==> src/rtl/spa_pkg.sv <==
package spa_pkg;

    localparam int EXP_W  = 8;
    localparam int FRAC_W = 23;
    localparam int WORD_W = 1 + EXP_W + FRAC_W;
    localparam int SIG_W  = FRAC_W + 1;          // significand with hidden bit
    localparam int XTRA   = 3;                   // guard, round, sticky
    localparam int EXT_W  = SIG_W + XTRA;        // aligned significand width
    localparam int SUM_W  = EXT_W + 1;           // room for carry-out
    localparam int EXPV_W = EXP_W + 2;           // signed working exponent

    localparam logic [EXP_W-1:0]  EXP_ONES  = {EXP_W{1'b1}};
    localparam logic [WORD_W-1:0] QNAN_WORD = {1'b0, {EXP_W{1'b1}}, 1'b1, {(FRAC_W-1){1'b0}}};

    typedef struct packed {
        logic              sign;
        logic [EXP_W-1:0]  exp;
        logic [SIG_W-1:0]  sig;
        logic              zero;
        logic              inf;
        logic              nan;
    } opnd_t;

    typedef struct packed {
        logic [WORD_W-1:0] word;
        logic              neg;
        logic              zero;
        logic              nan;
        logic              started;
    } state_t;

    localparam state_t STATE_RST = '{word: '0, neg: 1'b0, zero: 1'b1, nan: 1'b0, started: 1'b0};

endpackage

==> src/rtl/spa_unpack.sv <==
module spa_unpack
    import spa_pkg::*;
(
    input  logic [WORD_W-1:0] word_i,
    input  logic              flip_i,
    output opnd_t             op_o
);

    logic [EXP_W-1:0]  exp_f;
    logic [FRAC_W-1:0] frac_f;

    always_comb begin
        exp_f       = word_i[WORD_W-2 -: EXP_W];
        frac_f      = word_i[FRAC_W-1:0];
        op_o.sign   = word_i[WORD_W-1] ^ flip_i;
        op_o.exp    = exp_f;
        // exponent zero: true zero or subnormal, both read as signed zero
        op_o.zero   = (exp_f == '0);
        op_o.inf    = (exp_f == EXP_ONES) && (frac_f == '0);
        op_o.nan    = (exp_f == EXP_ONES) && (frac_f != '0);
        op_o.sig    = (exp_f == '0) ? '0 : {1'b1, frac_f};
    end

endmodule

==> src/rtl/spa_align.sv <==
module spa_align
    import spa_pkg::*;
(
    input  logic              a_sign_i,
    input  logic [EXP_W-1:0]  a_exp_i,
    input  logic [SIG_W-1:0]  a_sig_i,
    input  logic              b_sign_i,
    input  logic [EXP_W-1:0]  b_exp_i,
    input  logic [SIG_W-1:0]  b_sig_i,
    output logic              sign_o,
    output logic [EXPV_W-1:0] exp_o,
    output logic [SUM_W-1:0]  sum_o
);

    localparam logic [EXP_W-1:0] DIFF_CAP = EXP_W'(EXT_W);

    logic             a_ge;
    logic             big_sign, sml_sign;
    logic [EXP_W-1:0] big_exp, sml_exp, diff;
    logic [SIG_W-1:0] big_sig, sml_sig;
    logic [EXT_W-1:0] sml_ext, sml_sh, sml_al, big_ext;
    logic             lost;

    always_comb begin
        a_ge     = {a_exp_i, a_sig_i} >= {b_exp_i, b_sig_i};
        big_sign = a_ge ? a_sign_i : b_sign_i;
        big_exp  = a_ge ? a_exp_i  : b_exp_i;
        big_sig  = a_ge ? a_sig_i  : b_sig_i;
        sml_sign = a_ge ? b_sign_i : a_sign_i;
        sml_exp  = a_ge ? b_exp_i  : a_exp_i;
        sml_sig  = a_ge ? b_sig_i  : a_sig_i;

        diff    = big_exp - sml_exp;
        big_ext = {big_sig, {XTRA{1'b0}}};
        sml_ext = {sml_sig, {XTRA{1'b0}}};
        sml_sh  = '0;
        lost    = 1'b0;
        sml_al  = '0;
        if (diff >= DIFF_CAP) begin
            // entirely below the round position: only stickiness survives
            sml_al[0] = |sml_sig;
        end else begin
            sml_sh = sml_ext >> diff;
            lost   = (sml_sh << diff) != sml_ext;
            sml_al = {sml_sh[EXT_W-1:1], sml_sh[0] | lost};
        end

        if (big_sign == sml_sign)
            sum_o = {1'b0, big_ext} + {1'b0, sml_al};
        else
            sum_o = {1'b0, big_ext} - {1'b0, sml_al};

        sign_o = big_sign;
        exp_o  = {2'b00, big_exp};
    end

endmodule

==> src/rtl/spa_round.sv <==
module spa_round
    import spa_pkg::*;
(
    input  logic              sign_i,
    input  logic [EXPV_W-1:0] exp_i,
    input  logic [SUM_W-1:0]  sum_i,
    output logic [WORD_W-1:0] word_o
);

    localparam int RS_W = SIG_W + 1;
    localparam logic signed [EXPV_W-1:0] E_MIN = EXPV_W'(1);
    localparam logic signed [EXPV_W-1:0] E_INF = EXPV_W'((1 << EXP_W) - 1);

    logic [EXPV_W-1:0] lz;
    logic [EXT_W-1:0]  m;
    logic [EXPV_W-1:0] e_norm, e_fin;
    logic              g, rest, up;
    logic [RS_W-1:0]   rs;
    logic [FRAC_W-1:0] frac;

    always_comb begin
        lz = '0;
        for (int i = 0; i < EXT_W; i++) begin
            if (sum_i[i]) lz = EXPV_W'(EXT_W - 1 - i);
        end

        if (sum_i[SUM_W-1]) begin
            m      = {sum_i[SUM_W-1:2], |sum_i[1:0]};
            e_norm = exp_i + EXPV_W'(1);
        end else begin
            m      = sum_i[EXT_W-1:0] << lz;
            e_norm = exp_i - lz;
        end

        g    = m[XTRA-1];
        rest = |m[XTRA-2:0];
        up   = g & (rest | m[XTRA]);
        rs   = {1'b0, m[EXT_W-1:XTRA]} + RS_W'(up);

        e_fin = rs[RS_W-1] ? e_norm + EXPV_W'(1) : e_norm;
        frac  = rs[RS_W-1] ? '0 : rs[FRAC_W-1:0];

        if ($signed(e_norm) < E_MIN)
            word_o = {sign_i, {(WORD_W-1){1'b0}}};
        else if ($signed(e_fin) >= E_INF)
            word_o = {sign_i, EXP_ONES, {FRAC_W{1'b0}}};
        else
            word_o = {sign_i, e_fin[EXP_W-1:0], frac};
    end

endmodule

==> src/rtl/spa_addsub.sv <==
module spa_addsub
    import spa_pkg::*;
(
    input  logic              clk,
    input  logic              rst_n,
    input  logic [WORD_W-1:0] dst_i,
    input  logic [WORD_W-1:0] src_i,
    input  logic              sub_i,
    output logic [WORD_W-1:0] result_o,
    output logic              neg_o,
    output logic              zero_o,
    output logic              nan_o
);

    opnd_t             op_a, op_b;
    logic              al_sign;
    logic [EXPV_W-1:0] al_exp;
    logic [SUM_W-1:0]  al_sum;
    logic [WORD_W-1:0] rnd_word;
    logic [WORD_W-1:0] w;
    state_t            st_d, st_q;

    spa_unpack u_unpack_dst (.word_i(dst_i), .flip_i(1'b0),  .op_o(op_a));
    spa_unpack u_unpack_src (.word_i(src_i), .flip_i(sub_i), .op_o(op_b));

    spa_align u_align (
        .a_sign_i (op_a.sign), .a_exp_i (op_a.exp), .a_sig_i (op_a.sig),
        .b_sign_i (op_b.sign), .b_exp_i (op_b.exp), .b_sig_i (op_b.sig),
        .sign_o   (al_sign),   .exp_o   (al_exp),   .sum_o   (al_sum)
    );

    spa_round u_round (.sign_i(al_sign), .exp_i(al_exp), .sum_i(al_sum), .word_o(rnd_word));

    always_comb begin
        st_d = st_q;
        st_d.started = 1'b1;
        if (op_a.nan)
            w = dst_i;
        else if (op_b.nan)
            w = src_i;
        else if (op_a.inf && op_b.inf)
            w = (op_a.sign == op_b.sign) ? dst_i : QNAN_WORD;
        else if (op_a.inf)
            w = dst_i;
        else if (op_b.inf)
            w = {op_b.sign, src_i[WORD_W-2:0]};
        else if ((op_a.zero && op_b.zero) || (al_sum == '0))
            w = {op_a.sign & op_b.sign, {(WORD_W-1){1'b0}}};
        else
            w = rnd_word;
        st_d.word = w;
        st_d.neg  = w[WORD_W-1];
        st_d.zero = (w[WORD_W-2:0] == '0);
        st_d.nan  = (w[WORD_W-2 -: EXP_W] == EXP_ONES) && (w[FRAC_W-1:0] != '0);
    end

    always_ff @(posedge clk or negedge rst_n) begin
        if (!rst_n) st_q <= STATE_RST;
        else        st_q <= st_d;
    end

    assign result_o = st_q.word;
    assign neg_o    = st_q.neg;
    assign zero_o   = st_q.zero;
    assign nan_o    = st_q.nan;

    assert_dst_nan_kept_R2: assert property (@(posedge clk) disable iff (!rst_n)
        (st_q.started && $past(op_a.nan)) |-> (result_o == $past(dst_i)))
        else $error("R2: destination NaN not returned unchanged");

    assert_src_nan_kept_R3: assert property (@(posedge clk) disable iff (!rst_n)
        (st_q.started && $past(op_b.nan && !op_a.nan)) |-> (result_o == $past(src_i)))
        else $error("R3: source NaN not returned unchanged");

    assert_lone_src_inf_R4: assert property (@(posedge clk) disable iff (!rst_n)
        (st_q.started && $past(op_b.inf && !op_a.inf && !op_a.nan)) |->
        (result_o == {$past(src_i[WORD_W-1] ^ sub_i), EXP_ONES, {FRAC_W{1'b0}}}))
        else $error("R4: lone source infinity not returned");

    assert_opposite_inf_nan_R5: assert property (@(posedge clk) disable iff (!rst_n)
        (st_q.started && $past(op_a.inf && op_b.inf && (op_a.sign != op_b.sign))) |->
        (result_o == QNAN_WORD))
        else $error("R5: opposite infinities did not yield generated NaN");

    assert_zero_pair_sign_R9: assert property (@(posedge clk) disable iff (!rst_n)
        (st_q.started && $past(op_a.zero && op_b.zero)) |->
        (result_o == {$past(op_a.sign & op_b.sign), {(WORD_W-1){1'b0}}}))
        else $error("R9: zero pair sign rule broken");

endmodule

==> config.mk <==
export PLATFORM = sky130hd
export DESIGN_NAME = spa_addsub
export DESIGN_NICKNAME = d
export VERILOG_FILES = /design/src/rtl/spa_pkg.sv /design/src/rtl/spa_unpack.sv /design/src/rtl/spa_align.sv /design/src/rtl/spa_round.sv /design/src/rtl/spa_addsub.sv
export SDC_FILE = /design/constraint.sdc
export NUM_CORES = 1
export LEC_CHECK = 0
export BUFFER_PORTS_ARGS = -buffer_cell sky130_fd_sc_hd__clkbuf_2
export CAP_MARGIN = 10
export CORE_UTILIZATION = 30
export CTS_CLUSTER_DIAMETER = 150
export CTS_CLUSTER_SIZE = 28
export DETAILED_ROUTE_END_ITERATION = 7
export SLEW_MARGIN = 20
export SYNTH_ARGS = -nofsm -noshare
export SYNTH_HDL_FRONTEND = slang
export SYNTH_SLANG_ARGS = --single-unit
==> constraint.sdc <==
create_clock -name clk -period 1.8 [get_ports clk]
set_input_delay 0.36 -clock clk [delete_from_list [all_inputs] [get_ports clk]]
set_output_delay 0.36 -clock clk [all_outputs]
set_load 0.05 [all_outputs]
After elaboration in Yosys (flattened, before gate mapping)
Index checks and enable logic that the tools add are counted.
Operators by class
  add/subtract/negate cells: 7
  order comparisons: 4
  equality and inequality tests: 6
  shifts and indexed selects: 3
  mux-type cells: 51
  bitwise gates (word level): 5
  reductions and logical operators: 20
Operators with widths (number)
  two-way mux 32 bit: 7
  two-way mux 5 bit: 27
  two-way mux 24 bit: 4
  nonzero test 23 bit: 3
  two-way mux 31 bit: 2
  zero test 23 bit: 2
  greater-or-equal comparator 32 bit: 1
  zero test 31 bit: 1
  adder 27 x 27 -> 28 bit: 1
  zero test 28 bit: 1
  two-way mux 28 bit: 1
  subtractor 27 x 27 -> 28 bit: 1
  two-way mux 27 bit: 1
  inequality test 27 bit: 1
  left shift 27 x 5 -> 27 bit: 1
  left shift 27 x 8 -> 27 bit: 1
  right shift 27 x 8 -> 27 bit: 1
  two-way mux 26 bit: 1
  adder 24 x 1 -> 25 bit: 1
  == test 8 bit, second input constant: 3
  OR reduction 24 bit: 1
  two-way mux 23 bit: 1
  two-way mux 10 bit: 2
  zero test 8 bit: 2
  other kinds (16): 29
Word-level totals
  flip-flop bits (word level): 35
  bits of input ports: 67
  word-level logic and storage cells: 100

Longest topological paths before layout
Gate-level depths: netlist of run 1.
  depth in word-level cells: 57
  depth in mapped cells: 79

Modules after synthesis
From an unflattened synthesis of run 1, not the netlist that was laid out.
Unflattened totals
  cells, all modules: 2458
  area total of the unflattened synthesis: 16729.8 µm²
Modules (own cells, without submodules)
  spa_align: instances 1, cells each 1351, area an instance 8962.3 µm², seq. area each 0.0 µm²
  spa_round: instances 1, cells each 710, area an instance 4543.1 µm², seq. area each 0.0 µm²
  spa_addsub: instances 1, cells each 295, area an instance 2578.7 µm², seq. area each 852.1 µm²
  spa_unpack: instances 2, cells each 51, area an instance 322.8 µm², seq. area each 0.0 µm²

Least setup slack after synthesis of run 1
Ideal clock, no wire load.
  path type: input port to flip-flop
  from: in src_i[28]
  to: reg st_q, in the netlist zero_o
  library setup time: 0.090 ns
  arrival time: 16.121 ns
  required time: 1.710 ns
  slack: -14.411 ns
  stages: 76
  buffers on the path: 16
  cell sequence: or4_1 -> or2_2 -> clkbuf_1 -> buf_1 -> clkbuf_1 -> nand2_1 -> inv_1 -> ha_1 -> nand2b_1 -> a2111o_1 -> a32o_1 -> o21a_1 -> buf_6 -> nor2_2 -> buf_2 -> buf_2 -> clkbuf_1 -> clkbuf_1 -> (+40 left out) -> ha_1 -> inv_1 -> fa_1 -> a21o_1 -> a21oi_1 -> xnor2_1 -> nor2_1 -> a21oi_1 -> nand2_1 -> nor3_1 -> nand2_1 -> nor2_1 -> a31o_2 -> a21oi_2 -> buf_4 -> o41a_1 -> or4_1 -> nor4_2
RTL lines
  start, declared: line spa_addsub.sv:7  | input logic [WORD_W-1:0] src_i,
  end signal, assigned: line spa_addsub.sv:59  | else st_q <= st_d;
  end, declared: line spa_addsub.sv:21  | state_t st_d, st_q;

==> results of run 1 <==
-- cell usage in the layout, fill, tap and decap left out, types with 17 or more instances in the layout --
master / netlist / layout
o21ai_1: 15 / 25
nand4_1: 34 / 34
or3_1: 31 / 27
a21oi_2: 3 / 30
nand2_1: 259 / 241
nor2_1: 232 / 208
a21o_1: 34 / 33
a21oi_1: 168 / 139
a211o_1: 19 / 19
buf_12: 0 / 17
buf_4: 8 / 1142
o21a_1: 22 / 21
a211oi_1: 53 / 35
o211ai_1: 27 / 27
a211oi_2: 3 / 18
dfrtp_1: 33 / 33
xnor2_1: 40 / 31
a221oi_1: 25 / 19
clkbuf_2: 0 / 100
inv_1: 104 / 99
nor2_2: 1 / 17
nor4_1: 35 / 24
o21ai_0: 143 / 120
a22oi_1: 36 / 27
mux2i_1: 63 / 53
nor3_1: 90 / 75
ha_1: 93 / 78
and2_1: 39 / 33
a31oi_1: 31 / 21
buf_6: 5 / 41
o22ai_1: 28 / 25
xor2_1: 24 / 17
nand3_1: 70 / 64
nand2b_1: 28 / 22
-- per-stage QoR --
step | cell area, sq um | total power [mW]
after floorplan | 15900 | 12.5
after global placement | 24800 | 25.1
after detailed placement | 24800 | 25.1
after CTS | 26500 | 27.9
after global routing | 27800 | 31.1
final | 27800 | 29.8
-- worst max-delay path: cells and delay by family --
| family | cells | cell delay (ns) |
|---|---|---|
| muxes | 2 | 0.46 |
| xor gates and xnor gates | 1 | 0.18 |
| and+or+nand+nor | 24 | 5.53 |
| buffers and inverters | 11 | 1.22 |
| AOI/OAI and AO/OA | 26 | 4.84 |
| adders and majority gates | 4 | 0.82 |
-- power groups by stage --
| stage | Sequential (mW) | Clock, mW | Combinational, mW |
|---|---|---|---|
| finish | 1.21 | 1.14 | 27.5 |
| CTS | 1.21 | 1.14 | 25.5 |
| floorplan | 2.40 | 0 | 10.1 |
| global placement | 1.21 | 0 | 23.9 |
| global route | 1.24 | 1.17 | 28.6 |
| detailed placement | 1.22 | 0 | 23.9 |
-- area by class of cell --
type	instances	share of cell area (%)
Clock inverter	3	0.247
Inverter	110	1.59
Tap cell	672	3.02
Timing Repair Buffer	1306	36.0
Clock buffer	5	0.450
Sequential cell	34	3.06
Timing Repair inverter	2	0.0585
Multi-Input combinational cell	2040	55.6
-- repair_timing --
action                                  in CTS  in global routing
setup buffers                               66                 56
resized for setup                          202                193
gates cloned                                 6                  1
pin swaps                                   88                 91
hold buffers                                 0                  0
endpoints found under the setup margin      34                 34
-- kinds of logic (layout without fill, tap and decap cells) --
family | Yosys count | in the layout
buf+inv | 265 | 1426
flops | 34 | 34
fa+ha+maj | 95 | 95
mux | 91 | 91
simple gates | 948 | 950
compound gates | 840 | 840
xor+xnor | 64 | 64
-- how the worst max path moves through the flow --
stage | from | endpoint | slack (ns) | cells past startpoint
6_report | src_i[26] | zero_o | -11.42 | 68
5_1_grt | src_i[26] | zero_o | -11.82 | 67
4_1_cts | dst_i[26] | zero_o | -11.22 | 65
3_5_place_dp | dst_i[30] | zero_o | -12.18 | 62
3_3_place_gp | dst_i[30] | zero_o | -12.29 | 61
2_1_floorplan | src_i[26] | zero_o | -12.61 | 71
-- per-layer routing --
layer / wire length, microns / global-route usage (%) / up-vias
met5: 11 / 0 / -
met4: 7480 / 22.1 / 2
met3: 7980 / 4.27 / 345
met2: 46900 / 62.3 / 1323
met1: 40900 / 46.9 / 12000
li1: - / - / 11200
-- sequential cells by signal, summed over array words and instances, names as in the netlist --
register  count
neg_o         1
result_o     31
nan_o         1
zero_o        1
==> results.ini, run 1 <==
[status]
status = complete, but fails checks
violations = setup timing

[power_and_ir_drop]
leakage_nw = 12.8
p_clk_share_pct = 3.8
internal_power_mw = 14.3
swShare_pct = 52.2
switchingPower_mw = 15.6
seqPwrFrac_pct = 4.0
vdd_drop_max_uv = 754
combPwrFrac_pct = 92.1
power-per-cell-area_nw_per_um2 = 1070

[global_route]
grt_max_degree = 63
gr-total-overflow = 0
grt_pass1_vias = 24600
grt_pass1_wl_microns = 152000
antenna_found_initial = 1
grt_usage_pct = 37.6

[synthesis]
synth.net_count = 2499
yosysWarnings = 0
synth_top_family_by_area = compound AO/OA/AOI/OAI gates
synth_area_sq_um = 15400
muxShareOfSynthArea_pct = 6.71
synthSimpleGateAreaFrac_pct = 30.7
synth-edff-count = 0
synth_cell_types = 120
syn_inst = 2337
synth_area_leaders = ha_1 (7.6%), nand2_1 (6.3%), nor2_1 (5.7%)
async_flop_share_pct = 100
yosysSeqAreaShare_pct = 5.53
synth_common_cells = nand2_1 (259), nor2_1 (232), a21oi_1 (168)
ys_ff_latch = 34
synth_compound_area_share_pct = 38.5
dominantRegCellSynth = dfrtp_1
avgSynthCellArea_sq_um = 6.59
synth_top_area_share_pct = 7.55
synth_xor_area_share_pct = 3.64
synth_most_common_cell = nand2_1
synthAdderAreaFrac_pct = 7.81
yosys.area.top_type = ha_1

[sta]
hold_slack_ns = 0.0981
worstMarginPinSlew_ns = 0.968
finalCritPeriodShare_pct = 734
slew_headroom_pct = 35.5
final_hold_viol_count = 0
rsz0062_at_grt = yes
fin_ws_ns = -11.42
setup_tns_ns = -356.98
clock.fmax_mhz = 75.6
post-route-min-period_ns = 13.22
setup_viol = 33
drv_slew = 0

[clock_network]
clkTransAtPathRegs_ns = 0.06
cts_buffers = 5
cts.path.max_buffers = 2
htree_levels = 2
clock-sinks = 34
cts-root-buf = clkbuf_16
cts_tree = built

[final_layout]
nets = 3661
multi_input_area_sq_um = 15500
fin_util_pct = 55.2
nFillCells = 4791
area_growth_pct = 80.6
final_cells = 4172
drive_gt1_share_pct = 48.5
ff_latch_area_sq_um = 852
n_antenna_cell = 0

[drt]
drt_iter0_markers = 2467
drc = 0
vias = 25000
ant_nets = 0
drtPass1Iterations = 7
viasPerCell = 5.98
wl_per_cell_microns = 24.8
drt_wl_total_microns = 103000

[setup_path]
setup.worst_path.start_class = primary input
cp_max_fo = 7
cp.arrival_ns = 13.42
endpoint_kind = register
crit_path_max_incr_delay_ns = 0.57
path_class = primary input to register
crit_required_ns = 2.00
slowest_stage = or4b_4

[floorplanning]
die_w_microns = 229
fp.dieArea_sq_um = 52300
dieHeight_microns = 229
boundaryPins = 102
rows = 82
start_util_pct = 30.6
coreArea_sq_um = 50400

[placement]
place_ws_ns = -12.18
gp_congestion = 1.10
place_inst = 4049
numPortBuffers = 101
hpwl_microns = 82800

[flow_run]
timing.max_cap.violations = 0

[min_path]
hold_path_class = primary input to asynchronous set/reset pin

No activity file was read; power rests on OpenSTA's default activity.
==> inputs of run 2 (changes only) <==
--- a/config.mk
+++ b/config.mk
@@ -11,7 +11,7 @@
 export CTS_CLUSTER_DIAMETER = 150
 export CTS_CLUSTER_SIZE = 28
 export DETAILED_ROUTE_END_ITERATION = 7
-export SLEW_MARGIN = 20
+export MAX_ROUTING_LAYER = met4
 export SYNTH_ARGS = -nofsm -noshare
 export SYNTH_HDL_FRONTEND = slang
 export SYNTH_SLANG_ARGS = --single-unit
==> run 2 against run 1 <==
Effect of this change:
- the flow still finishes with violations (setup timing)
- global-route usage grew 2.8 points
- sequential cell count is the same
- die area is the same
- clock-buffer cell count is the same
- utilization grew 0.087 points
- cell area grew 0.16%
- via count grew 0.92%
==> results.ini, run 2 (same netlist as run 1, synthesis figures left out) <==
[power_and_ir_drop]
leakage_nw = 12.8  ; +0.20%
power-per-cell-area_nw_per_um2 = 1060  ; -1.1%
vdd_drop_max_uv = 759  ; +0.64%
p_total_mw = 29.5  ; -0.93%

[min_path]
hold_path_class = primary input to asynchronous set/reset pin

[clock_network]
cts-root-buf = clkbuf_16
htree_levels = 2  ; unchanged
clock-sinks = 34  ; unchanged
clkTransAtPathRegs_ns = 0.06  ; about the same
cts.path.max_buffers = 2  ; unchanged
postCtsHoldBufs = 0  ; unchanged
cts_tree = built
cts_buffers = 5  ; unchanged

[floorplanning]
die_w_microns = 229  ; unchanged
fp.dieArea_sq_um = 52300  ; unchanged
rows = 82  ; unchanged
boundaryPins = 102  ; unchanged
start_util_pct = 30.6  ; unchanged
coreArea_sq_um = 50400  ; unchanged
dieHeight_microns = 229  ; unchanged

[setup_path]
setup.worst_path.start_class = primary input
endpoint_kind = register
path_class = primary input to register
slowest_stage = or4_4
cp_max_fo = 10  ; +3
crit_path_max_incr_delay_ns = 0.59  ; +0.02 ns
cp_common_cell = buf_6
cp.arrival_ns = 13.42  ; about the same
crit_required_ns = 1.99  ; about the same

[placement]
numPortBuffers = 101  ; unchanged
gp_congestion = 1.10  ; +0.69%
hpwl_microns = 86900  ; +4.9%

[global_route]
grt_usage_pct = 40.4  ; +2.8 points
gr-total-overflow = 0  ; unchanged
grt_pass1_vias = 24800  ; +0.67%
grt_pass1_wl_microns = 157000  ; +3.4%
grt_max_degree = 63  ; unchanged
antenna_found_initial = 1  ; unchanged

[sta]
setup_viol = 33  ; unchanged
fin_ws_ns = -11.43  ; -0.0110 ns
setup_tns_ns = -363.83  ; -6.86 ns
drv_slew = 0  ; unchanged
worstMarginPinSlew_ns = 0.969  ; +0.000891 ns
finalCritPeriodShare_pct = 735  ; about the same
slew_headroom_pct = 35.4  ; -0.059 points
final_hold_viol_count = 0  ; unchanged
post-route-min-period_ns = 13.23  ; +0.0110 ns
rsz0062_at_grt = yes
clock.fmax_mhz = 75.6  ; about the same

[final_layout]
layout_common_cells = buf_4 (1181), nand2_1 (235), nor2_1 (206), a21oi_1 (135), o21ai_0 (119)
fin_util_pct = 55.3  ; +0.087 points
drive_gt1_share_pct = 49.3  ; +0.72 points
nFillCells = 4869  ; +1.6%
area_growth_pct = 80.8
final_common_cell = buf_4
nets = 3691  ; +0.82%
largest_reg_flops = 31  ; unchanged

[drt]
drt_wl_total_microns = 107000  ; +3.7%
viasPerCell = 5.99  ; +0.17%
wl_per_cell_microns = 25.5  ; +2.9%
drt_iter0_markers = 2548  ; +3.3%
vias = 25200  ; +0.92%
drc = 0  ; unchanged
drtPass1Iterations = 6  ; -1
ant_nets = 0  ; unchanged

[status]
status = complete, but fails checks
violations = setup timing

[flow_run]
timing.max_cap.violations = 0  ; unchanged

## run 2: where the power goes
group,total (mW),leakage (nW),switching [mW],internal (mW)
Combinational,27.2,12.3,15.0,12.2
Sequential,1.21,0.402,0.0986,1.11
Clock,1.11,0.0940,0.319,0.795
## run 2: critical path, delay by kind of cell
| kind | cells | cell delay (ns) |
|---|---|---|
| AND/OR/NAND/NOR | 21 | 5.05 |
| AO/OA/AOI/OAI | 27 | 4.93 |
| adder cells (fa/ha/maj) | 4 | 0.80 |
| buffers and inverters | 12 | 1.55 |
| XOR/XNOR | 1 | 0.19 |
| multiplexers | 2 | 0.47 |
## run 2: layout make-up
cell class                 count  area [sq um]  area share [%]
timing repair buffer        1337         10200            36.5
clock inverter                 3          68.8           0.247
sequential                    34           852            3.06
multi-input combinational   2041         15400            55.2
clock buffer                   5           125           0.449
antenna                        1          2.50         0.00898
tap                          672           841            3.02
inverter                     110           433            1.55
## run 2: worst max-delay path by stage
stage | from | to | slack (ns) | cells after the start
after floorplan | src_i[26] | zero_o | -12.61 | 71
after global placement | dst_i[30] | zero_o | -12.44 | 63
after detailed placement | dst_i[30] | zero_o | -12.48 | 62
after CTS | dst_i[30] | zero_o | -11.13 | 64
after global routing | dst_i[25] | zero_o | -11.88 | 67
final | dst_i[25] | zero_o | -11.43 | 67
## run 2: metal layers
layer / vias up / wire length [microns] / share of wire (%) / track usage (%)
met3: 378 / 7470 / 7.0 / 4.20
met1: 12200 / 42400 / 40 / 47.7
li1: 11300 / - / - / -
met5: - / 0 / 0 / -
met2: 1289 / 50200 / 47 / 67.5
met4: 0 / 7070 / 6.6 / 21.4
## run 2: timing repair
item | CTS | global route
pin swaps | 87 | 77
gates resized for setup | 238 | 160
setup endpoints to repair | 34 | 34
setup buffers | 119 | 42
gates cloned | 3 | 1
## run 2: metrics by stage
stage | setup slack, ns | instance area, sq um | cells | hold WS [ns]
2_1_floorplan | -12.61 | 15900 | 2337 | 0.0644
3_3_place_gp | -12.44 | 24700 | 4048 | 0.394
3_5_place_dp | -12.48 | 24700 | 4048 | 0.406
4_1_cts | -11.13 | 26800 | 4165 | 0.113
5_1_grt | -11.88 | 27900 | 4203 | 0.138
6_report | -11.43 | 27900 | 4203 | 0.105
